## src/rtl/ilv_pkg.sv

```systemverilog
package ilv_pkg;

  // Movement mode: which side of the copy is permuted
  typedef enum logic {
    MV_PERM_RD = 1'b0,
    MV_PERM_WR = 1'b1
  } mv_mode_e;

  // Origin of the permuted address
  typedef enum logic {
    AS_TABLE = 1'b0,
    AS_QPP   = 1'b1
  } addr_src_e;

  // Registers between issue and write: table/generator, source, destination
  localparam int unsigned PIPE_STAGES = 3;

endpackage

```

## src/rtl/ilv_qpp_gen.sv

```systemverilog
module ilv_qpp_gen #(
  parameter int unsigned ADDR_W = 13
) (
  input  logic              clk,
  input  logic              rst_n,
  input  logic              init,
  input  logic              step,
  input  logic [ADDR_W-1:0] k_in,
  input  logic [ADDR_W-1:0] k_run,
  input  logic [ADDR_W-1:0] f1,
  input  logic [ADDR_W-1:0] f2,
  output logic [ADDR_W-1:0] pi
);

  // (a + b) mod k for a, b < k
  function automatic logic [ADDR_W-1:0] mod_add(
    input logic [ADDR_W-1:0] a,
    input logic [ADDR_W-1:0] b,
    input logic [ADDR_W-1:0] k
  );
    logic [ADDR_W:0] s;
    s = {1'b0, a} + {1'b0, b};
    if (s >= {1'b0, k}) s = s - {1'b0, k};
    return s[ADDR_W-1:0];
  endfunction

  logic [ADDR_W-1:0] pi_q, gap_q, dgap_q;

  // pi holds P(i); gap holds P(i+1)-P(i); dgap is the constant 2*f2 mod K
  always_ff @(posedge clk or negedge rst_n) begin
    if (!rst_n) begin
      pi_q   <= '0;
      gap_q  <= '0;
      dgap_q <= '0;
    end else if (init) begin
      pi_q   <= '0;
      gap_q  <= mod_add(f1, f2, k_in);
      dgap_q <= mod_add(f2, f2, k_in);
    end else if (step) begin
      pi_q  <= mod_add(pi_q, gap_q, k_run);
      gap_q <= mod_add(gap_q, dgap_q, k_run);
    end
  end

  assign pi = pi_q;

endmodule

```

## src/rtl/ilv_seq_ctrl.sv

```systemverilog
module ilv_seq_ctrl
  import ilv_pkg::*;
#(
  parameter int unsigned ADDR_W = 13
) (
  input  logic              clk,
  input  logic              rst_n,
  input  logic              start,
  input  logic              mode_in,
  input  logic              src_in,
  input  logic [ADDR_W-1:0] k_in,
  input  logic              fin,
  output logic              accept,
  output logic              busy,
  output logic              done,
  output logic              issuing,
  output logic              last_issue,
  output logic [ADDR_W-1:0] idx,
  output mv_mode_e          mode_q,
  output addr_src_e         src_q,
  output logic [ADDR_W-1:0] k_q
);

  logic busy_q, done_q, iss_q;
  logic [ADDR_W-1:0] idx_q;

  assign accept     = start && !busy_q;
  assign last_issue = iss_q && (idx_q == k_q - 1'b1);

  always_ff @(posedge clk or negedge rst_n) begin
    if (!rst_n) begin
      busy_q <= 1'b0;
      done_q <= 1'b0;
      iss_q  <= 1'b0;
      idx_q  <= '0;
      mode_q <= MV_PERM_RD;
      src_q  <= AS_TABLE;
      k_q    <= '0;
    end else begin
      done_q <= fin;
      if (accept) begin
        busy_q <= 1'b1;
        iss_q  <= 1'b1;
        idx_q  <= '0;
        mode_q <= mv_mode_e'(mode_in);
        src_q  <= addr_src_e'(src_in);
        k_q    <= k_in;
      end else begin
        if (fin) busy_q <= 1'b0;
        if (iss_q) begin
          idx_q <= idx_q + 1'b1;
          if (last_issue) iss_q <= 1'b0;
        end
      end
    end
  end

  assign busy    = busy_q;
  assign done    = done_q;
  assign issuing = iss_q;
  assign idx     = idx_q;

endmodule

```

## src/rtl/ilv_datapath.sv

```systemverilog
module ilv_datapath
  import ilv_pkg::*;
#(
  parameter int unsigned ADDR_W = 13,
  parameter int unsigned DATA_W = 16
) (
  input  logic              clk,
  input  logic              rst_n,
  input  logic              v0,
  input  logic              last0,
  input  logic [ADDR_W-1:0] idx,
  input  logic [ADDR_W-1:0] pi,
  input  mv_mode_e          mode_q,
  input  addr_src_e         src_q,
  input  logic [ADDR_W-1:0] tbl_data,
  input  logic [DATA_W-1:0] src_data,
  output logic              tbl_rd_en,
  output logic [ADDR_W-1:0] tbl_addr,
  output logic              src_rd_en,
  output logic [ADDR_W-1:0] src_addr,
  output logic              dst_wr_en,
  output logic [ADDR_W-1:0] dst_addr,
  output logic [DATA_W-1:0] dst_data,
  output logic [ADDR_W-1:0] perm_s1,
  output logic              fin
);

  // stage 1: table data / generator value arrive
  logic              v1, last1;
  logic [ADDR_W-1:0] seq1, gen1;
  // stage 2: source data arrives
  logic              v2, last2;
  logic [ADDR_W-1:0] seq2, perm2;

  assign tbl_rd_en = v0 && (src_q == AS_TABLE);
  assign tbl_addr  = idx;

  assign perm_s1   = (src_q == AS_QPP) ? gen1 : tbl_data;
  assign src_rd_en = v1;
  assign src_addr  = (mode_q == MV_PERM_RD) ? perm_s1 : seq1;

  always_ff @(posedge clk or negedge rst_n) begin
    if (!rst_n) begin
      v1    <= 1'b0;
      last1 <= 1'b0;
      seq1  <= '0;
      gen1  <= '0;
      v2    <= 1'b0;
      last2 <= 1'b0;
      seq2  <= '0;
      perm2 <= '0;
    end else begin
      v1    <= v0;
      last1 <= last0;
      v2    <= v1;
      last2 <= last1;
      if (v0) begin
        seq1 <= idx;
        gen1 <= pi;
      end
      if (v1) begin
        seq2  <= seq1;
        perm2 <= perm_s1;
      end
    end
  end

  assign dst_wr_en = v2;
  assign dst_addr  = (mode_q == MV_PERM_RD) ? seq2 : perm2;
  assign dst_data  = src_data;
  assign fin       = v2 && last2;

endmodule

```

## src/rtl/ilv_engine.sv

```systemverilog
module ilv_engine
  import ilv_pkg::*;
#(
  parameter int unsigned ADDR_W = 13,
  parameter int unsigned DATA_W = 16,
  parameter bit          QPP_EN = 1'b1
) (
  input  logic              clk,
  input  logic              rst_n,
  input  logic              start,
  input  logic              perm_on_wr,
  input  logic              addr_gen,
  input  logic [ADDR_W-1:0] blk_len,
  input  logic [ADDR_W-1:0] coef_lin,
  input  logic [ADDR_W-1:0] coef_sq,
  output logic              busy,
  output logic              done,
  output logic              tbl_rd_en,
  output logic [ADDR_W-1:0] tbl_addr,
  input  logic [ADDR_W-1:0] tbl_data,
  output logic              src_rd_en,
  output logic [ADDR_W-1:0] src_addr,
  input  logic [DATA_W-1:0] src_data,
  output logic              dst_wr_en,
  output logic [ADDR_W-1:0] dst_addr,
  output logic [DATA_W-1:0] dst_data
);

  // named internal events, visible to the bound checker
  logic              start_ok;
  logic              issuing;
  logic              last_issue;
  logic              fin;
  logic [ADDR_W-1:0] idx;
  logic [ADDR_W-1:0] gen_pi;
  logic [ADDR_W-1:0] perm_s1;
  logic [ADDR_W-1:0] cfg_k;
  mv_mode_e          cfg_mode;
  addr_src_e         cfg_src;

  ilv_seq_ctrl #(.ADDR_W(ADDR_W)) u_ctrl (
    .clk        (clk),
    .rst_n      (rst_n),
    .start      (start),
    .mode_in    (perm_on_wr),
    .src_in     (addr_gen),
    .k_in       (blk_len),
    .fin        (fin),
    .accept     (start_ok),
    .busy       (busy),
    .done       (done),
    .issuing    (issuing),
    .last_issue (last_issue),
    .idx        (idx),
    .mode_q     (cfg_mode),
    .src_q      (cfg_src),
    .k_q        (cfg_k)
  );

  generate
    if (QPP_EN) begin : g_qpp
      ilv_qpp_gen #(.ADDR_W(ADDR_W)) u_gen (
        .clk   (clk),
        .rst_n (rst_n),
        .init  (start_ok),
        .step  (issuing),
        .k_in  (blk_len),
        .k_run (cfg_k),
        .f1    (coef_lin),
        .f2    (coef_sq),
        .pi    (gen_pi)
      );
    end else begin : g_no_qpp
      logic unused_ok;
      assign unused_ok = ^{coef_lin, coef_sq};
      assign gen_pi    = '0;
    end
  endgenerate

  ilv_datapath #(.ADDR_W(ADDR_W), .DATA_W(DATA_W)) u_dp (
    .clk       (clk),
    .rst_n     (rst_n),
    .v0        (issuing),
    .last0     (last_issue),
    .idx       (idx),
    .pi        (gen_pi),
    .mode_q    (cfg_mode),
    .src_q     (cfg_src),
    .tbl_data  (tbl_data),
    .src_data  (src_data),
    .tbl_rd_en (tbl_rd_en),
    .tbl_addr  (tbl_addr),
    .src_rd_en (src_rd_en),
    .src_addr  (src_addr),
    .dst_wr_en (dst_wr_en),
    .dst_addr  (dst_addr),
    .dst_data  (dst_data),
    .perm_s1   (perm_s1),
    .fin       (fin)
  );

endmodule

```

## config.mk

```make
export PLATFORM = sky130hd
export DESIGN_NAME = ilv_engine
export DESIGN_NICKNAME = d
export VERILOG_FILES = /design/src/rtl/ilv_pkg.sv /design/src/rtl/ilv_qpp_gen.sv /design/src/rtl/ilv_seq_ctrl.sv /design/src/rtl/ilv_datapath.sv /design/src/rtl/ilv_engine.sv
export SDC_FILE = /design/constraint.sdc
export NUM_CORES = 1
export LEC_CHECK = 0
export ABC_CLOCK_PERIOD_IN_PS = 5900
export BUFFER_PORTS_ARGS = -buffer_cell sky130_fd_sc_hd__clkbuf_2
export CAP_MARGIN = 0
export CORE_ASPECT_RATIO = 1.5
export CORE_MARGIN = 2
export CORE_UTILIZATION = 60
export CTS_BUF_LIST = sky130_fd_sc_hd__clkbuf_4
export CTS_CLUSTER_SIZE = 28
export DETAILED_ROUTE_END_ITERATION = 16
export GPL_ROUTABILITY_DRIVEN = 0
export PLACE_DENSITY_LB_ADDON = 0.2
export REMOVE_ABC_BUFFERS = 1
export SYNTH_ARGS = -nofsm -noshare
export SYNTH_HDL_FRONTEND = slang
export SYNTH_SLANG_ARGS = --single-unit
```

## constraint.sdc

```tcl
create_clock -name clk -period 5.9 [get_ports clk]
set_input_delay 1.18 -clock clk [delete_from_list [all_inputs] [get_ports clk]]
set_output_delay 1.18 -clock clk [all_outputs]
set_load 0.05 [all_outputs]
```

==> results.json, run 1 <==
{
  "outcome": "completed",
  "reg2reg_slack_ns": 1.41,
  "die_w_microns": 111,
  "use_met3_pct": 3.74,
  "instances_no_fill": 1405,
  "async_flop_share_pct": 100,
  "postCtsHoldBufs": 0,
  "rsz0062_at_grt": "no",
  "fin_crit_ns": 4.81,
  "synth-xor-area-share_pct": 7.53,
  "critical_path.startpoint": "coef_sq[0]",
  "worst-r2r-cell-count": 15,
  "setup_tns_ns": 0,
  "endpoint_kind": "flop",
  "synth_compound_area_share_pct": 18.1,
  "hold-path-cell-count": 0,
  "grt_max_degree": 77,
  "rr_endpoint": "g_qpp.u_gen.pi[10]",
  "clock_sinks": 126,
  "start_util_pct": 61.5,
  "muxShareOfSynthArea_pct": 13.5,
  "first_pass_iters": 5,
  "netlist.area_leader.share_pct": 30.5,
  "portBuffers": 100,
  "cp-start-kind": "primary input",
  "reg2reg_from": "g_qpp.u_gen.gap_q[1]",
  "yosys_warnings": 0,
  "core_area_sq_um": 16800,
  "synth-simple-area-share_pct": 12.8,
  "synth.distinct_cells": 71,
  "synth_fa_ha_area_share_pct": 12.6,
  "cts_tree": "done",
  "period_share_pct": 81.5,
  "routed_wl_microns": 25100,
  "dr_total_vias": 8468,
  "clkLatencyLatePin_ns": 0.54,
  "cts_buffer_depth": 2,
  "rows": 58,
  "required_ns": 6.36,
  "place_inst": 1372,
  "grtUsageTotal_pct": 28.5,
  "min_to": "u_dp.last2",
  "routedWlPerCell_microns": 17.9,
  "cts-root-buf": "clkbuf_4",
  "fmax_mhz": 208,
  "synth_ff_type": "dfrtp_1",
  "ys_ff_latch": 126,
  "die_h_microns": 165,
  "synth_edf_count": 0,
  "cts_buffers": 17,
  "cts.clk_slew.worst_paths_ns": 0.13,
  "syn_inst": 1108,
  "htree_levels": 4,
  "syn_area_per_cell_sq_um": 9.34,
  "num-fill-cells": 1436,
  "synth_top_family_by_area": "compound AO/OA/AOI/OAI gates",
  "drive_gt1_share_pct": 21.8,
  "drc": 0,
  "critPathKind": "primary input to flop",
  "cp_max_fo": 14,
  "grt_pass1_vias": 8781,
  "hold_slack_ns": 0.353,
  "drt-initial-drc-count": 371,
  "hold_viol": 0,
  "vias_per_cell": 6.03,
  "ant_nets": 0,
  "areaGrowthSynthToFinish_pct": 8.64,
  "die-area_sq_um": 18300,
  "cts_setup_buffers": 0,
  "met2_usage_pct": 53.4,
  "antenna_found_initial": 1,
  "top_usage_layer": "met2",
  "ys_seq_area_share_pct": 30.5,
  "synth_area_leaders": "dfrtp_1, ha_1, mux2_2",
  "slew_headroom_pct": 25.7,
  "worstPathArrival_ns": 5.27,
  "slew_violations": 0,
  "drv_cap": 0,
  "grt_pass1_wl_microns": 42100,
  "syn_area_sq_um": 10400,
  "synth_largest_area_cell": "dfrtp_1",
  "io_pins": 133,
  "hpwl_microns": 19500,
  "min-delay-start": "u_dp.last1",
  "grt_use_met1_pct": 31.6,
  "min_path_type": "flop to flop",
  "grt_overflow": 0,
  "cts_resized": 0,
  "tightest_slew_ns": 1.10,
  "clock_skew_ns": 0.0196,
  "setup_viol": 0,
  "layout.nets": 1354
}
[layer usage]
layer,part of all wire [%],wire length [microns]
met3,3.7,922
met2,54,13500
met4,4.1,1030
met1,39,9710
met5,0,0
[synth_stat cells, types with 4 or more instances]
master and count:
a211o_1 6, a21o_1 20, mux2i_1 34, o31a_1 4
and3_1 8, a21oi_1 73, buf_1 9, nor2b_1 17
o21bai_1 6, xnor2_1 61, o211ai_1 6, clkbuf_1 22
a211oi_1 18, nor3_1 22, o21a_1 16, dfrtp_1 126
inv_1 60, or2_2 7, a41oi_1 5, xor2_1 28
nand4_1 13, o22ai_1 7, o21ai_0 69, fa_1 7
nor2_1 78, and2_1 15, o211a_1 5, o31ai_1 5
nand2_1 58, nand2b_1 10, buf_4 18, nand3_1 19
or3_1 9, a31oi_1 9, mux2_2 94, ha_1 93
[final cells by class]
class                           instances  area [sq um]  share of cell area, %
Timing Repair Buffer                  106           548                   4.87
Tap cell                              210           263                   2.34
Clock inverter                         14           231                   2.06
Sequential cell                       126          3150                   28.0
Antenna cell                            1          2.50                 0.0222
Multi-Input combinational cell        869          6690                   59.4
Inverter                               61           229                   2.04
Clock buffer                           18           135                   1.20
[sequential cells by signal (all words and copies together) (netlist names), 13 cells and up]
signal / count
u_dp.perm2: 13
u_ctrl.k_q: 13
u_ctrl.idx: 13
u_dp.seq1: 13
g_qpp.u_gen.pi: 13
u_dp.seq2: 13
g_qpp.u_gen.dgap_q: 13
u_dp.gen1: 13
g_qpp.u_gen.gap_q: 13
[layout by cell type (no fill, tap or decap), drive strengths merged, types with 5 or more instances in the layout]
cell type / Yosys / layout
fa: 7 / 7
nor3: 23 / 23
nor2b: 17 / 17
and2: 15 / 15
a21o: 20 / 20
and3: 8 / 8
mux2i: 34 / 34
a21oi: 77 / 77
o21a: 17 / 17
a31oi: 9 / 9
nor2: 78 / 78
o31ai: 6 / 6
xnor2: 61 / 61
inv: 60 / 65
o21ai: 75 / 75
bufinv: 0 / 5
o211ai: 8 / 8
clkbuf: 22 / 117
o211a: 5 / 5
xor2: 28 / 28
o21bai: 6 / 6
a211o: 6 / 6
buf: 30 / 7
or3: 9 / 9
o22ai: 7 / 7
nand2: 58 / 58
nand3: 20 / 20
ha: 93 / 93
a41oi: 5 / 5
nand4: 13 / 13
mux2: 94 / 94
a211oi: 19 / 19
nand2b: 10 / 10
dfrtp: 126 / 126
or2: 7 / 7
[critical path: stages]
cell      delay (ns)
clkbuf_2        0.11
ha_1            0.22
inv_1           0.07
fa_1            0.40
nor2b_1         0.20
o211ai_1        0.12
a21oi_1         0.28
o21bai_1        0.14
nand3_1         0.13
nand3_1         0.09
and2_1          0.15
ha_1            0.17
a211oi_1        0.31
nand2b_1        0.17
a21oi_1         0.14
a21oi_1         0.09
o31ai_4         0.10
and2_1          0.62
mux2_2          0.41
a22oi_1         0.13
[metrics by stage]
step | setup slack, ns | util (%) | cell area [sq um]
final | 1.09 | 66.8 | 11200
after global routing | 0.826 | 66.8 | 11200
after CTS | 1.11 | 66.8 | 11200
after detailed placement | 0.543 | 64.6 | 10900
after global placement | 0.650 | 64.6 | 10900
after floorplan | 1.14 | - | 10100
[worst max-delay path by stage]
| stage | endpoint | slack (ns) | cells after the start |
|---|---|---|---|
| final | g_qpp.u_gen.gap_q[0] | 1.09 | 20 |
| after detailed placement | g_qpp.u_gen.gap_q[0] | 0.54 | 20 |
| after floorplan | g_qpp.u_gen.gap_q[0] | 1.14 | 16 |
| after global routing | g_qpp.u_gen.gap_q[0] | 0.83 | 20 |
| after CTS | g_qpp.u_gen.gap_q[0] | 1.11 | 20 |
| after global placement | g_qpp.u_gen.gap_q[0] | 0.65 | 20 |
[cells by family (layout without fill, tap and decap cells)]
kind of cell               count (synthesis)  count (layout)
buffers and inverters                    113             199
other                                      0               1
AOI/OAI and AO/OA                        283             283
xor gates and xnor gates                  89              89
DFF                                      126             126
muxes                                    128             128
adders and majority gates                100             100
and+or+nand+nor                          269             269
Power of run 1 is not shown: default switching activity piles up to over one toggle a cycle in this logic, so the estimate is an artifact.
==> inputs of run 2 (changes only) <==
ABC_CLOCK_PERIOD_IN_PS = 4850   (was 5900)
clock period = 4.85 ns   (was 5.9 ns; I/O delays follow)
==> run 2 against run 1 <==
Net effect: sequential share of layout area is 0.14 points lower; count of clock-buffer cells in the layout stayed put; die area stayed put; via count about the same; wire length increased by 1.1%; critical path type unchanged.
==> results.json, run 2 (synthesis gave the netlist of run 1 again) <==
{
  "worst-r2r-cell-count": 18,
  "critPathBufInv": 3,
  "cpPeakStageDelay_ns": 0.40,
  "core_area_sq_um": 16800,
  "first_pass_iters": 5,
  "cts_buffer_depth": 2,
  "routedWlPerCell_microns": 18.0,
  "portBuffers": 100,
  "vias_per_cell": 5.99,
  "routed_wl_microns": 25400,
  "critPathKind": "primary input to flop",
  "hold-path-cell-count": 0,
  "drive_gt1_share_pct": 22.4,
  "antenna_found_initial": 1,
  "final_cell_mix": "dfrtp_1, clkbuf_2, mux2_2, ha_1, nor2_1",
  "cts_tree": "done",
  "min_path_type": "flop to flop",
  "areaGrowthSynthToFinish_pct": 9.18,
  "clock_sinks": 126,
  "die_w_microns": 111,
  "reg2reg_from": "g_qpp.u_gen.gap_q[0]",
  "ant_nets": 0,
  "die-area_sq_um": 18300,
  "grt_overflow": 0,
  "worstPathArrival_ns": 4.76,
  "io_pins": 133,
  "grt_pass1_wl_microns": 42600,
  "endpoint_kind": "flop",
  "critPathTopFamily": "compound AO/OA/AOI/OAI gates",
  "hpwl_microns": 20000,
  "fmax_mhz": 230,
  "num-fill-cells": 1448,
  "drt-initial-drc-count": 451,
  "hold_slack_ns": 0.367,
  "final_common_cell": "dfrtp_1",
  "rows": 58,
  "grtUsageTotal_pct": 29.1,
  "rr_endpoint": "g_qpp.u_gen.pi[3]",
  "tightest_slew_ns": 1.11,
  "cp-start-kind": "primary input",
  "die_h_microns": 165,
  "hold_viol": 0,
  "grt_pass1_vias": 8887,
  "htree_levels": 4,
  "postCtsHoldBufs": 0,
  "min-delay-start": "u_dp.last1",
  "layout.nets": 1363,
  "cts-root-buf": "clkbuf_4",
  "clock_skew_ns": 0.0209,
  "cts_buffers": 17,
  "reg2reg_slack_ns": 0.54,
  "min_to": "u_dp.last2",
  "cts.clk_slew.worst_paths_ns": 0.13,
  "crit_top_cell": "a21oi_1",
  "required_ns": 5.26,
  "cp_max_fo": 7,
  "slew_headroom_pct": 25.7,
  "rsz0062_at_grt": "no",
  "start_util_pct": 61.5,
  "cts_resized": 0,
  "drv_cap": 0,
  "slew_violations": 0,
  "grt_max_degree": 75,
  "setup_viol": 0,
  "drc": 0,
  "fin_crit_ns": 4.36,
  "path_cells": "clkbuf_2 -> ha_1 -> inv_1 -> fa_1 -> nor2b_1 -> o211ai_1 -> a21oi_1 -> o21bai_1 -> nand3_1 -> nand3_1 -> and2_1 -> ha_1 -> a211oi_1 -> nand2b_1 -> a21oi_1 -> a21oi_1 -> o31ai_4 -> and2_1 -> buf_4 -> mux2i_1 -> o22ai_1",
  "outcome": "completed",
  "dr_total_vias": 8473,
  "clkLatencyLatePin_ns": 0.56,
  "period_share_pct": 89.8,
  "crit_slowest_cell": "fa_1",
  "cts_setup_buffers": 0
}
-- run 2: changes by cell type in the layout (fill, tap and decap cells not counted) --
cell,previous run,this run
buf_4,7,15
clkinv_4,2,3
bufinv_16,5,4
buf_12,0,1
clkinvlp_4,2,1
clkinv_2,0,1
-- run 2: metrics by stage --
stage          area (sq um)  util, %  TNS, ns  setup WS (ns)  std cells
6_report              11300     67.1        0          0.494       1414
5_1_grt               11300     67.1        0          0.177       1414
4_1_cts               11300     67.1        0          0.582       1413
3_5_place_dp          11000     65.1  -0.0410        -0.0309       1381
3_3_place_gp          11000     65.1        0         0.0638       1381
2_1_floorplan         10100        -        0          0.302       1056
-- run 2: worst max path at each step --
stage / start / to / slack (ns) / depth (start not counted)
after floorplan: coef_lin[5] / g_qpp.u_gen.gap_q[0] / 0.30 / 16
after global placement: coef_sq[0] / g_qpp.u_gen.gap_q[5] / 0.06 / 21
after detailed placement: coef_sq[0] / g_qpp.u_gen.gap_q[5] / -0.03 / 21
after CTS: coef_sq[0] / g_qpp.u_gen.gap_q[5] / 0.58 / 21
after global routing: g_qpp.u_gen.gap_q[0] / g_qpp.u_gen.pi[1] / 0.18 / 18
final: coef_sq[0] / g_qpp.u_gen.gap_q[5] / 0.49 / 21
-- run 2: worst register-to-register path, stage by stage (launching register included) --
cell and delay, ns:
dfrtp_1 0.42, ha_1 0.21, inv_1 0.07, fa_1 0.42, nor2b_1 0.19, o31a_1 0.24
o21a_1 0.14, nor2_1 0.04, xnor2_1 0.22, ha_1 0.36, nand2_1 0.09, nor2_1 0.05
a211oi_1 0.37, a31oi_1 0.18, o21ai_0 0.23, nand3_2 0.38, buf_4 0.31, mux2i_1 0.14
a21oi_1 0.08
-- run 2: metal layers --
layer | wire length, microns | global-route usage [%] | vias up
met4 | 1460 | 16.8 | 0
li1 | - | - | 4156
met3 | 810 | 4.29 | 83
met1 | 9920 | 31.7 | 4020
met2 | 13200 | 53.8 | 214
met5 | 0 | 0 | -
-- run 2: layout make-up --
type | count | area, sq um | share of cell area [%]
timing repair buffer | 115 | 628 | 5.56
clock buffer | 18 | 135 | 1.20
tap | 210 | 263 | 2.32
inverter | 61 | 229 | 2.03
multi-input combinational | 869 | 6690 | 59.1
clock inverter | 14 | 208 | 1.84
antenna | 1 | 2.50 | 0.0221
sequential | 126 | 3150 | 27.9
Power of run 2 is left out for the same reason.
==> inputs of run 3 (changes only) <==
SYNTH_HIERARCHICAL = 1   (was not set)
==> run 3 against run 2 <==
Net effect: the flow now finishes with violations (design-rule violations); final cell count grew 1.3%; area after synthesis grew 3.8%; hold slack gained 0.00059 ns; non-clock buffer count shrank 4; die area grew 3.7%; wire length grew 1.2%; highest routed layer unchanged.
==> results.json, run 3 <==
{
  "portBuffers": 100,
  "syn_area_sq_um": 10700,
  "core_area_sq_um": 17400,
  "wl_met2_microns": 13500,
  "ant_nets": 0,
  "first_pass_iters": 11,
  "setup_tns_ns": 0,
  "synth_ff_type": "dfrtp_1",
  "syn_area_per_cell_sq_um": 9.43,
  "setup_viol": 0,
  "required_ns": 5.29,
  "synth_compound_area_share_pct": 16.7,
  "grt_pass1_wl_microns": 42500,
  "muxShareOfSynthArea_pct": 15.3,
  "grtUsageTotal_pct": 27.7,
  "grt_pass1_vias": 8963,
  "synth-xor-area-share_pct": 7.46,
  "hpwl_microns": 20400,
  "io_pins": 133,
  "cts_tree": "done",
  "slew_headroom_pct": 28.0,
  "tightest_slew_ns": 1.08,
  "routed_wl_microns": 25700,
  "antenna_found_initial": 1,
  "final_common_cell": "dfrtp_1",
  "die_w_microns": 113,
  "synth_area_leaders": "dfrtp_1, ha_1, mux2_2",
  "worstPathArrival_ns": 4.71,
  "cts_buffer_depth": 2,
  "die-area_sq_um": 19000,
  "clock_skew_ns": 0.0265,
  "grt_max_degree": 69,
  "cts-root-buf": "clkbuf_4",
  "htree_levels": 4,
  "synth_top_family_by_area": "compound AO/OA/AOI/OAI gates",
  "rows": 59,
  "final_cell_mix": "dfrtp_1, nor2_1, clkbuf_2, ha_1, mux2_2",
  "clkLatencyLatePin_ns": 0.53,
  "synth_common_cells": "dfrtp_1, nor2_1, ha_1",
  "wl_met1_microns": 10000,
  "cts_resized": 0,
  "dr_total_vias": 8746,
  "met3WireLength_microns": 1070,
  "min_path_type": "flop to flop",
  "slew_violations": 0,
  "synth_largest_area_cell": "dfrtp_1",
  "cts_setup_buffers": 0,
  "drv_cap": 0,
  "hold_viol": 0,
  "drt-initial-drc-count": 413,
  "async_flop_share_pct": 100,
  "routedWlPerCell_microns": 18.0,
  "netlist.area_leader.share_pct": 29.3,
  "synth_fa_ha_area_share_pct": 12.1,
  "postCtsHoldBufs": 0,
  "critPathKind": "flop to flop",
  "areaGrowthSynthToFinish_pct": 6.91,
  "start_util_pct": 61.7,
  "ys_seq_area_share_pct": 29.3,
  "hold_slack_ns": 0.368,
  "fmax_mhz": 234,
  "vias_per_cell": 6.10,
  "cts.clk_slew.worst_paths_ns": 0.14,
  "yosys_warnings": 6,
  "cp_max_fo": 20,
  "die_h_microns": 168,
  "layout.nets": 1379,
  "syn_inst": 1140,
  "crit_slowest_cell": "dfrtp_1",
  "fin_crit_ns": 4.27,
  "drc": 10,
  "ys_ff_latch": 126,
  "drive_gt1_share_pct": 22.3,
  "final_core_util_pct": 65.9,
  "rsz0062_at_grt": "no",
  "synth.most_common_cell": "dfrtp_1",
  "grt_overflow": 0,
  "synth.distinct_cells": 82,
  "period_share_pct": 88.1,
  "path_cells": "ha_1 -> a211oi_1 -> nor2_1 -> o31a_1 -> o21a_1 -> nor2_1 -> xnor2_1 -> ha_1 -> nand2_1 -> o31a_1 -> and4_1 -> o21ai_1 -> a31oi_2 -> buf_4 -> nor3b_1 -> a21oi_1 -> a211oi_1",
  "endpoint_kind": "flop",
  "clock_sinks": 126,
  "synth_edf_count": 0,
  "violations": "design-rule violations",
  "cpPeakStageDelay_ns": 0.45,
  "outcome": "finished, violations left",
  "routed.top_layer": "met4",
  "synth-simple-area-share_pct": 13.0,
  "cts_buffers": 17,
  "cp-start-kind": "flop"
}
[run 3: cell count changes after synthesis, sizes merged, moves of 7 or more]
cell / delta
nor2: +34
o21ai: -28
buf: +16
and2: -13
mux2: +11
nand2: -10
a211o: +9
nand3: +8
a21o: -7
[run 3: worst max-delay path, delay by kind of cell, from the launching register on]
kind | cells | cell delay (ns)
flip-flops | 1 | 0.45
adder cells (fa/ha/maj) | 2 | 0.72
AO/OA/AOI/OAI | 8 | 1.79
AND/OR/NAND/NOR | 5 | 0.88
XOR/XNOR | 1 | 0.10
buffers and inverters | 1 | 0.23
[run 3: final timing paths]
kind | start | endpoint | slack [ns] | cells past startpoint
max reg2reg | g_qpp.u_gen/gap_q[1] | g_qpp.u_gen/pi[6] | 0.58 | 17
max | g_qpp.u_gen/gap_q[1] | g_qpp.u_gen/pi[6] | 0.58 | 17
max in group asynchronous | rst_n | u_ctrl/k_q[8] | 3.43 | 2
min in group asynchronous | rst_n | u_ctrl/done | 0.44 | 1
min | u_dp/last1 | u_dp/last2 | 0.37 | 0
min reg2reg | u_dp/last1 | u_dp/last2 | 0.37 | 0
[run 3: logic make-up (layout without fill, tap and decap cells)]
logic type | Yosys count | after routing
other cells | 0 | 1
flops | 126 | 126
fa+ha+maj | 100 | 100
compound gates | 263 | 263
mux | 144 | 144
simple gates | 289 | 289
xor+xnor | 90 | 90
buf+inv | 128 | 207
[run 3: cell type report]
class                      count  area (sq um)
timing repair buffer         111           598
fill                        1486          5930
clock inverter                15           148
antenna                        1          2.50
clock buffer                  17           128
tap                          213           267
multi-input combinational    886          6950
sequential                   126          3150
inverter                      64           240
[run 3: layer usage]
metal / vias up / track usage (%)
met3: 75 / 4.28
met5: - / 0
met2: 264 / 50.9
li1: 4237 / -
met4: 0 / 14.1
met1: 4170 / 30.5
[run 3: stage by stage]
| step | cell area, sq um | worst slack [ns] | cells |
|---|---|---|---|
| after global placement | 11200 | 0.387 | 1400 |
| after floorplan | 10300 | -0.411 | 1076 |
| after CTS | 11500 | 0.600 | 1432 |
| after detailed placement | 11200 | 0.305 | 1400 |
| after global routing | 11500 | 0.253 | 1433 |
| final | 11500 | 0.579 | 1433 |
Power of run 3 is left out for the same reason.
